## src/rtl/sbf_pkg.sv

```systemverilog
package sbf_pkg;
    localparam int unsigned ADDR_W = 32;
    localparam int unsigned DATA_W = 32;

    typedef enum logic [1:0] {
        OP_REG   = 2'd0,
        OP_NT    = 2'd1,
        OP_FENCE = 2'd2,
        OP_SER   = 2'd3
    } op_e;

    typedef struct packed {
        op_e               op;
        logic [ADDR_W-1:0] addr;
        logic [DATA_W-1:0] data;
    } entry_t;
endpackage

```

## src/rtl/sbf_queue.sv

```systemverilog
module sbf_queue
    import sbf_pkg::*;
#(
    parameter int unsigned DEPTH = 8
) (
    input  logic   clk,
    input  logic   rst_n,
    input  logic   push,
    input  entry_t push_entry,
    input  logic   pop,
    output entry_t head,
    output logic   head_valid,
    output logic   full
);
    localparam int unsigned PW = (DEPTH > 1) ? $clog2(DEPTH) : 1;
    localparam int unsigned CW = $clog2(DEPTH + 1);

    typedef struct packed {
        entry_t [DEPTH-1:0] slot;
        logic   [PW-1:0]    rd;
        logic   [PW-1:0]    wr;
        logic   [CW-1:0]    cnt;
    } q_t;

    q_t q_q, q_d;

    always_comb begin
        q_d = q_q;
        if (push) begin
            q_d.slot[q_q.wr] = push_entry;
            q_d.wr = (q_q.wr == PW'(DEPTH - 1)) ? '0 : q_q.wr + PW'(1);
        end
        if (pop) begin
            q_d.rd = (q_q.rd == PW'(DEPTH - 1)) ? '0 : q_q.rd + PW'(1);
        end
        q_d.cnt = q_q.cnt + CW'(push) - CW'(pop);
        head       = q_q.slot[q_q.rd];
        head_valid = (q_q.cnt != '0);
        full       = (q_q.cnt == CW'(DEPTH));
    end

    always_ff @(posedge clk) begin
        if (!rst_n) q_q <= '0;
        else        q_q <= q_d;
    end


    no_overflow_chk: assert property (@(posedge clk) disable iff (!rst_n)
        push |-> !full);


    no_underflow_chk: assert property (@(posedge clk) disable iff (!rst_n)
        pop |-> head_valid);
endmodule

```

## src/rtl/sbf_combine.sv

```systemverilog
module sbf_combine
    import sbf_pkg::*;
#(
    parameter int unsigned LINES = 2
) (
    input  logic              clk,
    input  logic              rst_n,
    input  logic              ins_valid,
    input  logic [ADDR_W-1:0] ins_addr,
    input  logic [DATA_W-1:0] ins_data,
    output logic              ins_ok,
    input  logic              take,
    output logic              fl_valid,
    output logic [ADDR_W-1:0] fl_addr,
    output logic [DATA_W-1:0] fl_data,
    output logic              empty
);
    localparam int unsigned IW = (LINES > 1) ? $clog2(LINES) : 1;

    typedef struct packed {
        logic [LINES-1:0]             vld;
        logic [LINES-1:0][ADDR_W-1:0] addr;
        logic [LINES-1:0][DATA_W-1:0] data;
    } wc_t;

    wc_t s_q, s_d;
    logic [IW-1:0] fl_idx, hit_idx, free_idx;
    logic          hit, free, flushing;

    always_comb begin
        s_d      = s_q;
        fl_idx   = '0;
        hit_idx  = '0;
        free_idx = '0;
        hit      = 1'b0;
        free     = 1'b0;
        for (int i = LINES - 1; i >= 0; i--) begin
            if (s_q.vld[i]) fl_idx = IW'(i);
        end
        fl_valid = |s_q.vld;
        empty    = !fl_valid;
        fl_addr  = s_q.addr[fl_idx];
        fl_data  = s_q.data[fl_idx];
        flushing = fl_valid && take;
        if (flushing) s_d.vld[fl_idx] = 1'b0;
        for (int i = 0; i < LINES; i++) begin
            if (s_q.vld[i] && s_q.addr[i] == ins_addr &&
                !(flushing && fl_idx == IW'(i))) begin
                hit     = 1'b1;
                hit_idx = IW'(i);
            end
            if (!s_q.vld[i]) begin
                free     = 1'b1;
                free_idx = IW'(i);
            end
        end
        ins_ok = ins_valid && (hit || free);
        if (ins_ok) begin
            if (hit) begin
                s_d.data[hit_idx] = ins_data;
            end else begin
                s_d.vld[free_idx]  = 1'b1;
                s_d.addr[free_idx] = ins_addr;
                s_d.data[free_idx] = ins_data;
            end
        end
    end

    always_ff @(posedge clk) begin
        if (!rst_n) s_q <= '0;
        else        s_q <= s_d;
    end

    for (genvar i = 0; i < LINES; i++) begin : g_pair_i
        for (genvar j = i + 1; j < LINES; j++) begin : g_pair_j

            unique_line_chk: assert property (@(posedge clk) disable iff (!rst_n)
                !(s_q.vld[i] && s_q.vld[j] && s_q.addr[i] == s_q.addr[j]));
        end
    end
endmodule

```

## src/rtl/store_fence_buffer.sv

```systemverilog
module store_fence_buffer
    import sbf_pkg::*;
#(
    parameter int unsigned DEPTH = 8,
    parameter int unsigned LINES = 2
) (
    input  logic        clk,
    input  logic        rst_n,
    input  logic        in_valid,
    output logic        in_ready,
    input  logic [1:0]  in_kind,
    input  logic [31:0] in_addr,
    input  logic [31:0] in_data,
    output logic        mem_valid,
    input  logic        mem_ready,
    output logic [31:0] mem_addr,
    output logic [31:0] mem_data,
    output logic        buf_empty
);
    typedef struct packed {
        logic              valid;
        logic [ADDR_W-1:0] addr;
        logic [DATA_W-1:0] data;
    } out_t;

    out_t   o_q, o_d;
    entry_t q_head, q_in;
    logic   q_hv, q_full, q_push, q_pop;
    logic   wc_ins_valid, wc_ins_ok, wc_fl_valid, wc_empty;
    logic   [ADDR_W-1:0] wc_fl_addr;
    logic   [DATA_W-1:0] wc_fl_data;
    logic   is_ser, out_free, load_reg;

    sbf_queue #(.DEPTH(DEPTH)) i_queue (
        .clk(clk), .rst_n(rst_n), .push(q_push), .push_entry(q_in),
        .pop(q_pop), .head(q_head), .head_valid(q_hv), .full(q_full)
    );

    sbf_combine #(.LINES(LINES)) i_combine (
        .clk(clk), .rst_n(rst_n), .ins_valid(wc_ins_valid),
        .ins_addr(q_head.addr), .ins_data(q_head.data), .ins_ok(wc_ins_ok),
        .take(out_free), .fl_valid(wc_fl_valid), .fl_addr(wc_fl_addr),
        .fl_data(wc_fl_data), .empty(wc_empty)
    );

    always_comb begin
        is_ser    = (op_e'(in_kind) == OP_SER);
        out_free  = !o_q.valid || mem_ready;
        buf_empty = !q_hv && wc_empty && !o_q.valid;
        in_ready  = is_ser ? buf_empty : !q_full;
        q_push    = in_valid && in_ready && !is_ser;
        q_in      = '{op: op_e'(in_kind), addr: in_addr, data: in_data};

        wc_ins_valid = q_hv && (q_head.op == OP_NT);
        load_reg     = 1'b0;
        case (q_head.op)
            OP_REG:   begin
                load_reg = q_hv && out_free && !wc_fl_valid;
                q_pop    = load_reg;
            end
            OP_NT:    q_pop = wc_ins_ok;
            OP_FENCE: q_pop = q_hv && wc_empty;
            default:  q_pop = q_hv;
        endcase

        o_d = o_q;
        if (o_q.valid && mem_ready) o_d.valid = 1'b0;
        if (wc_fl_valid && out_free) begin
            o_d = '{valid: 1'b1, addr: wc_fl_addr, data: wc_fl_data};
        end else if (load_reg) begin
            o_d = '{valid: 1'b1, addr: q_head.addr, data: q_head.data};
        end

        mem_valid = o_q.valid;
        mem_addr  = o_q.addr;
        mem_data  = o_q.data;
    end

    always_ff @(posedge clk) begin
        if (!rst_n) o_q <= '0;
        else        o_q <= o_d;
    end


    mem_hold_chk: assert property (@(posedge clk) disable iff (!rst_n)
        (mem_valid && !mem_ready) |=> (mem_valid && $stable(mem_addr) && $stable(mem_data)));


    empty_idle_chk: assert property (@(posedge clk) disable iff (!rst_n)
        buf_empty |-> !mem_valid);


    ser_gate_chk: assert property (@(posedge clk) disable iff (!rst_n)
        (in_valid && in_kind == 2'd3 && !buf_empty) |-> !in_ready);


    fence_order_chk: assert property (@(posedge clk) disable iff (!rst_n)
        (q_pop && q_head.op == OP_FENCE) |-> !wc_fl_valid);
endmodule

```

## config.mk

```make
export PLATFORM = sky130hd
export DESIGN_NAME = store_fence_buffer
export DESIGN_NICKNAME = d
export VERILOG_FILES = /design/src/rtl/sbf_pkg.sv /design/src/rtl/sbf_queue.sv /design/src/rtl/sbf_combine.sv /design/src/rtl/store_fence_buffer.sv
export SDC_FILE = /design/constraint.sdc
export NUM_CORES = 2
export LEC_CHECK = 0
export BUFFER_PORTS_ARGS = -buffer_cell sky130_fd_sc_hd__buf_2
export CAP_MARGIN = 10
export CORE_ASPECT_RATIO = 1.75
export CORE_MARGIN = 4
export CORE_UTILIZATION = 60
export DETAILED_ROUTE_END_ITERATION = 7
export PLACE_DENSITY_LB_ADDON = 0.3
export SLEW_MARGIN = 40
export SYNTH_ARGS = -nofsm -noshare
export SYNTH_HDL_FRONTEND = slang
export SYNTH_SLANG_ARGS = --single-unit
```

## constraint.sdc

```tcl
create_clock -name clk -period 4.7 [get_ports clk]
set_input_delay 0.235 -clock clk [delete_from_list [all_inputs] [get_ports clk]]
set_output_delay 0.235 -clock clk [all_outputs]
set_load 0.005 [all_outputs]
```

==> flow_metrics.env <==
export IMPL_yosysTopAreaCellShare_pct=45.0
export IMPL_worstSkewPairLatency_ps=600
export IMPL_rows=112
export IMPL_fin_crit_ps=4370
export IMPL_syn_area_per_cell_um2=8.36
export IMPL_start_kind="flop"
export IMPL_grt_ovfl_total=0
export IMPL_initial_core_util_pct=60.9
export IMPL_p_leak_nw=12.5
export IMPL_synth_area_leaders="dfxtp_1, nand2_1, a21oi_1, mux4_2, mux2i_1"
export IMPL_cp_max_fo=35
export IMPL_relSlewSlack_pct=38.9
export IMPL_synth_common_cells="nand2_1, dfxtp_1, a21oi_1"
export IMPL_setup_violations=0
export IMPL_antenna_found_initial=3
export IMPL_synth_most_common_cell="nand2_1"
export IMPL_cts_resized=0
export IMPL_synth_async_reset_ratio_pct=0
export IMPL_cp_arrival_ps=4860
export IMPL_clock_fmax_mhz=229
export IMPL_grt_first_pass_wirelength_um=154000
export IMPL_p_total_mw=16.7
export IMPL_die_height_um=316
export IMPL_grt_pass1_vias=27206
export IMPL_firstDrtPassIters=8
export IMPL_cts_clk_slew_worst_paths_ps=60
export IMPL_rsz0062_at_grt="no"
export IMPL_power_switching_mw=5.18
export IMPL_hpwl_um=62400
export IMPL_core_area_um2=53500
export IMPL_design_die_area_um2=58300
export IMPL_critical_path_class="reg2reg"
export IMPL_drive_gt1_share_pct=13.2
export IMPL_seq_power_share_pct=41.9
export IMPL_ys_flop_type="dfxtp_1"
export IMPL_wl_per_cell_um=21.8
export IMPL_vdd_ir_drop_worst_v=0.000364
export IMPL_cts_tree="built"
export IMPL_finalCritPeriodShare_pct=93.0
export IMPL_swShare_pct=31.1
export IMPL_syn_cell_area_um2=32600
export IMPL_status="completed"
export IMPL_cp_end_kind="flop"
export IMPL_gr_usage_all_layers_pct=33.6
export IMPL_fin_tns_setup_ps=0
export IMPL_synth_fp_nets=3980
export IMPL_ios=137
export IMPL_vias=28111
export IMPL_nets=3951
export IMPL_critPathRequiredTime_ps=5190
export IMPL_cts_sinks=733
export IMPL_finalWirelength_um=100000
export IMPL_vias_per_cell=6.11
export IMPL_hold_path_class="in2reg"
export IMPL_syn2layout_area_growth_pct=11.2
export IMPL_worst_slew_pin_slew_ps=891
export IMPL_power_density_nw_per_um2=460
export IMPL_htree_levels=3
export IMPL_slew_violations=0
export IMPL_gp_congestion=1.01
export IMPL_dieWidth_um=184
export IMPL_yosysSeqAreaShare_pct=45.0
export IMPL_cap_violations=0
export IMPL_skew_ps=23.4
export IMPL_ys_seq_elements=733
export IMPL_cts_buffer_depth=3
export IMPL_initialDrtViolationCount=2555
export IMPL_postLayoutCoreUtil_pct=67.7
export IMPL_drc=0
export IMPL_yosys_area_top_type="dfxtp_1"
export IMPL_synth_cells=3899
export IMPL_comb_power_share_pct=24.9
export IMPL_yosysUniqueCellTypes=64
export IMPL_cts_made_buffers=67
export IMPL_port_buffers=136
export IMPL_synth_edf_count=0
export IMPL_intPower_mw=11.5
export IMPL_cts_root_buf="clkbuf_16"
export IMPL_grt_max_degree=189
export IMPL_hold_viol=0
export IMPL_antenna_left=0
export IMPL_ys_warn_count=0
export IMPL_clkPwrFrac_pct=33.2
==> flip-flops by register name, indices dropped and copies added, names as in the netlist <==
signal         cells
i_combine.s_q    130
mem_addr          32
mem_valid          1
mem_data          32
i_queue.q_q      538
==> power by group through the flow <==
stage                     Clock [mW]  Sequential, mW  Combinational [mW]
after floorplan                    0            6.89                2.92
after global placement             0            7.10                3.99
after detailed placement           0            7.10                4.05
after CTS                       5.58            6.97                4.12
after global routing            5.83            6.99                4.47
final                           5.53            6.98                4.15
==> cell usage in the layout (no fill, tap or decap), types with 4 or more instances in the layout <==
cell,synthesis,layout
nand2_1,1194,1192
dfxtp_1,733,728
a21oi_1,623,623
nor2_1,183,180
mux2i_1,152,152
buf_2,25,135
mux4_2,104,104
inv_1,73,72
clkbuf_16,0,72
dlygate4sd3_1,0,66
a221oi_1,64,64
mux2_2,62,62
buf_4,45,55
nand3_1,46,44
o21a_1,35,35
xnor2_1,26,26
o21ai_0,24,24
a311oi_1,18,18
o31ai_1,18,18
buf_12,0,17
clkbuf_8,0,16
xor2_1,15,15
clkbuf_1,244,15
or3_1,14,14
a22o_1,13,13
nor3_1,16,13
ha_1,10,10
a22oi_1,7,7
nor4_1,7,6
nand2b_1,6,6
o22ai_1,6,6
nand4_1,6,6
buf_6,12,6
and2_1,5,5
a21o_1,5,5
nand3b_1,5,5
a211oi_1,5,5
clkinv_2,0,5
o21ai_1,4,4
dfxtp_4,0,4
==> kinds of logic (layout without fill, tap and decap cells) <==
kind of cell	Yosys count	after routing	synth area share (%)
AND/OR/NAND/NOR	1506	1506	18.3
adder cells (fa/ha/maj)	11	11	0.445
multiplexers	324	324	14.3
other	0	2	0
flip-flops	733	733	45.0
buffers and inverters	453	467	6.27
XOR/XNOR	41	41	1.10
AO/OA/AOI/OAI	831	831	14.6
==> per-layer routing <==
layer / share of wire, % / vias to the layer above / GRT usage (%)
li1: - / 13071 / -
met1: 35 / 13355 / 38.1
met2: 48 / 1281 / 55.6
met3: 7.0 / 402 / 4.48
met4: 10 / 2 / 28.5
met5: 0.0080 / - / 0
==> metrics by stage <==
stage,hold WS (ps),std cells,cell area (um^2),setup WS [ps]
CTS,121,4595,36200,336
global placement,438,4411,33200,403
global route,165,4599,36200,63.1
floorplan,433,3899,32600,817
detailed placement,443,4417,33300,363
finish,144,4599,36200,330
==> final cells by class <==
| class | count | area (um^2) |
|---|---|---|
| fillers | 4343 | 17300 |
| diodes | 2 | 5.00 |
| multi-input cells | 2713 | 16000 |
| well taps | 684 | 856 |
| inverters | 74 | 290 |
| repair buffers | 281 | 2210 |
| clock buffers | 102 | 2050 |
| clock inverters | 10 | 133 |
| flip-flops and latches | 733 | 14700 |
==> worst paths after layout <==
check	start	to	slack, ps	depth (start not counted)
min	in_valid	i_queue.q_q[5]	140	4
min reg2reg	i_queue.q_q[160]	i_queue.q_q[160]	450	2
max	i_queue.q_q[9]	i_queue.q_q[1]	330	16
max reg2reg	i_queue.q_q[9]	i_queue.q_q[1]	330	16
==> what timing repair did <==
item,in CTS,in global routing
hold buffers,66,0
hold endpoints to repair,527,0
setup buffers,0,0
==> worst max-delay path: stages, from the launching register on <==
cell and delay (ps):
dfxtp_4 720, buf_4 360, mux4_2 320, mux2i_1 170
buf_4 210, xnor2_1 240, o2111ai_1 280, nor4_2 280
nand4_2 260, a21oi_1 200, nor2_1 80, inv_1 50
ha_1 210, inv_1 60, ha_1 190, fa_1 420
and2_1 160
(Power assumes the default switching activity.)
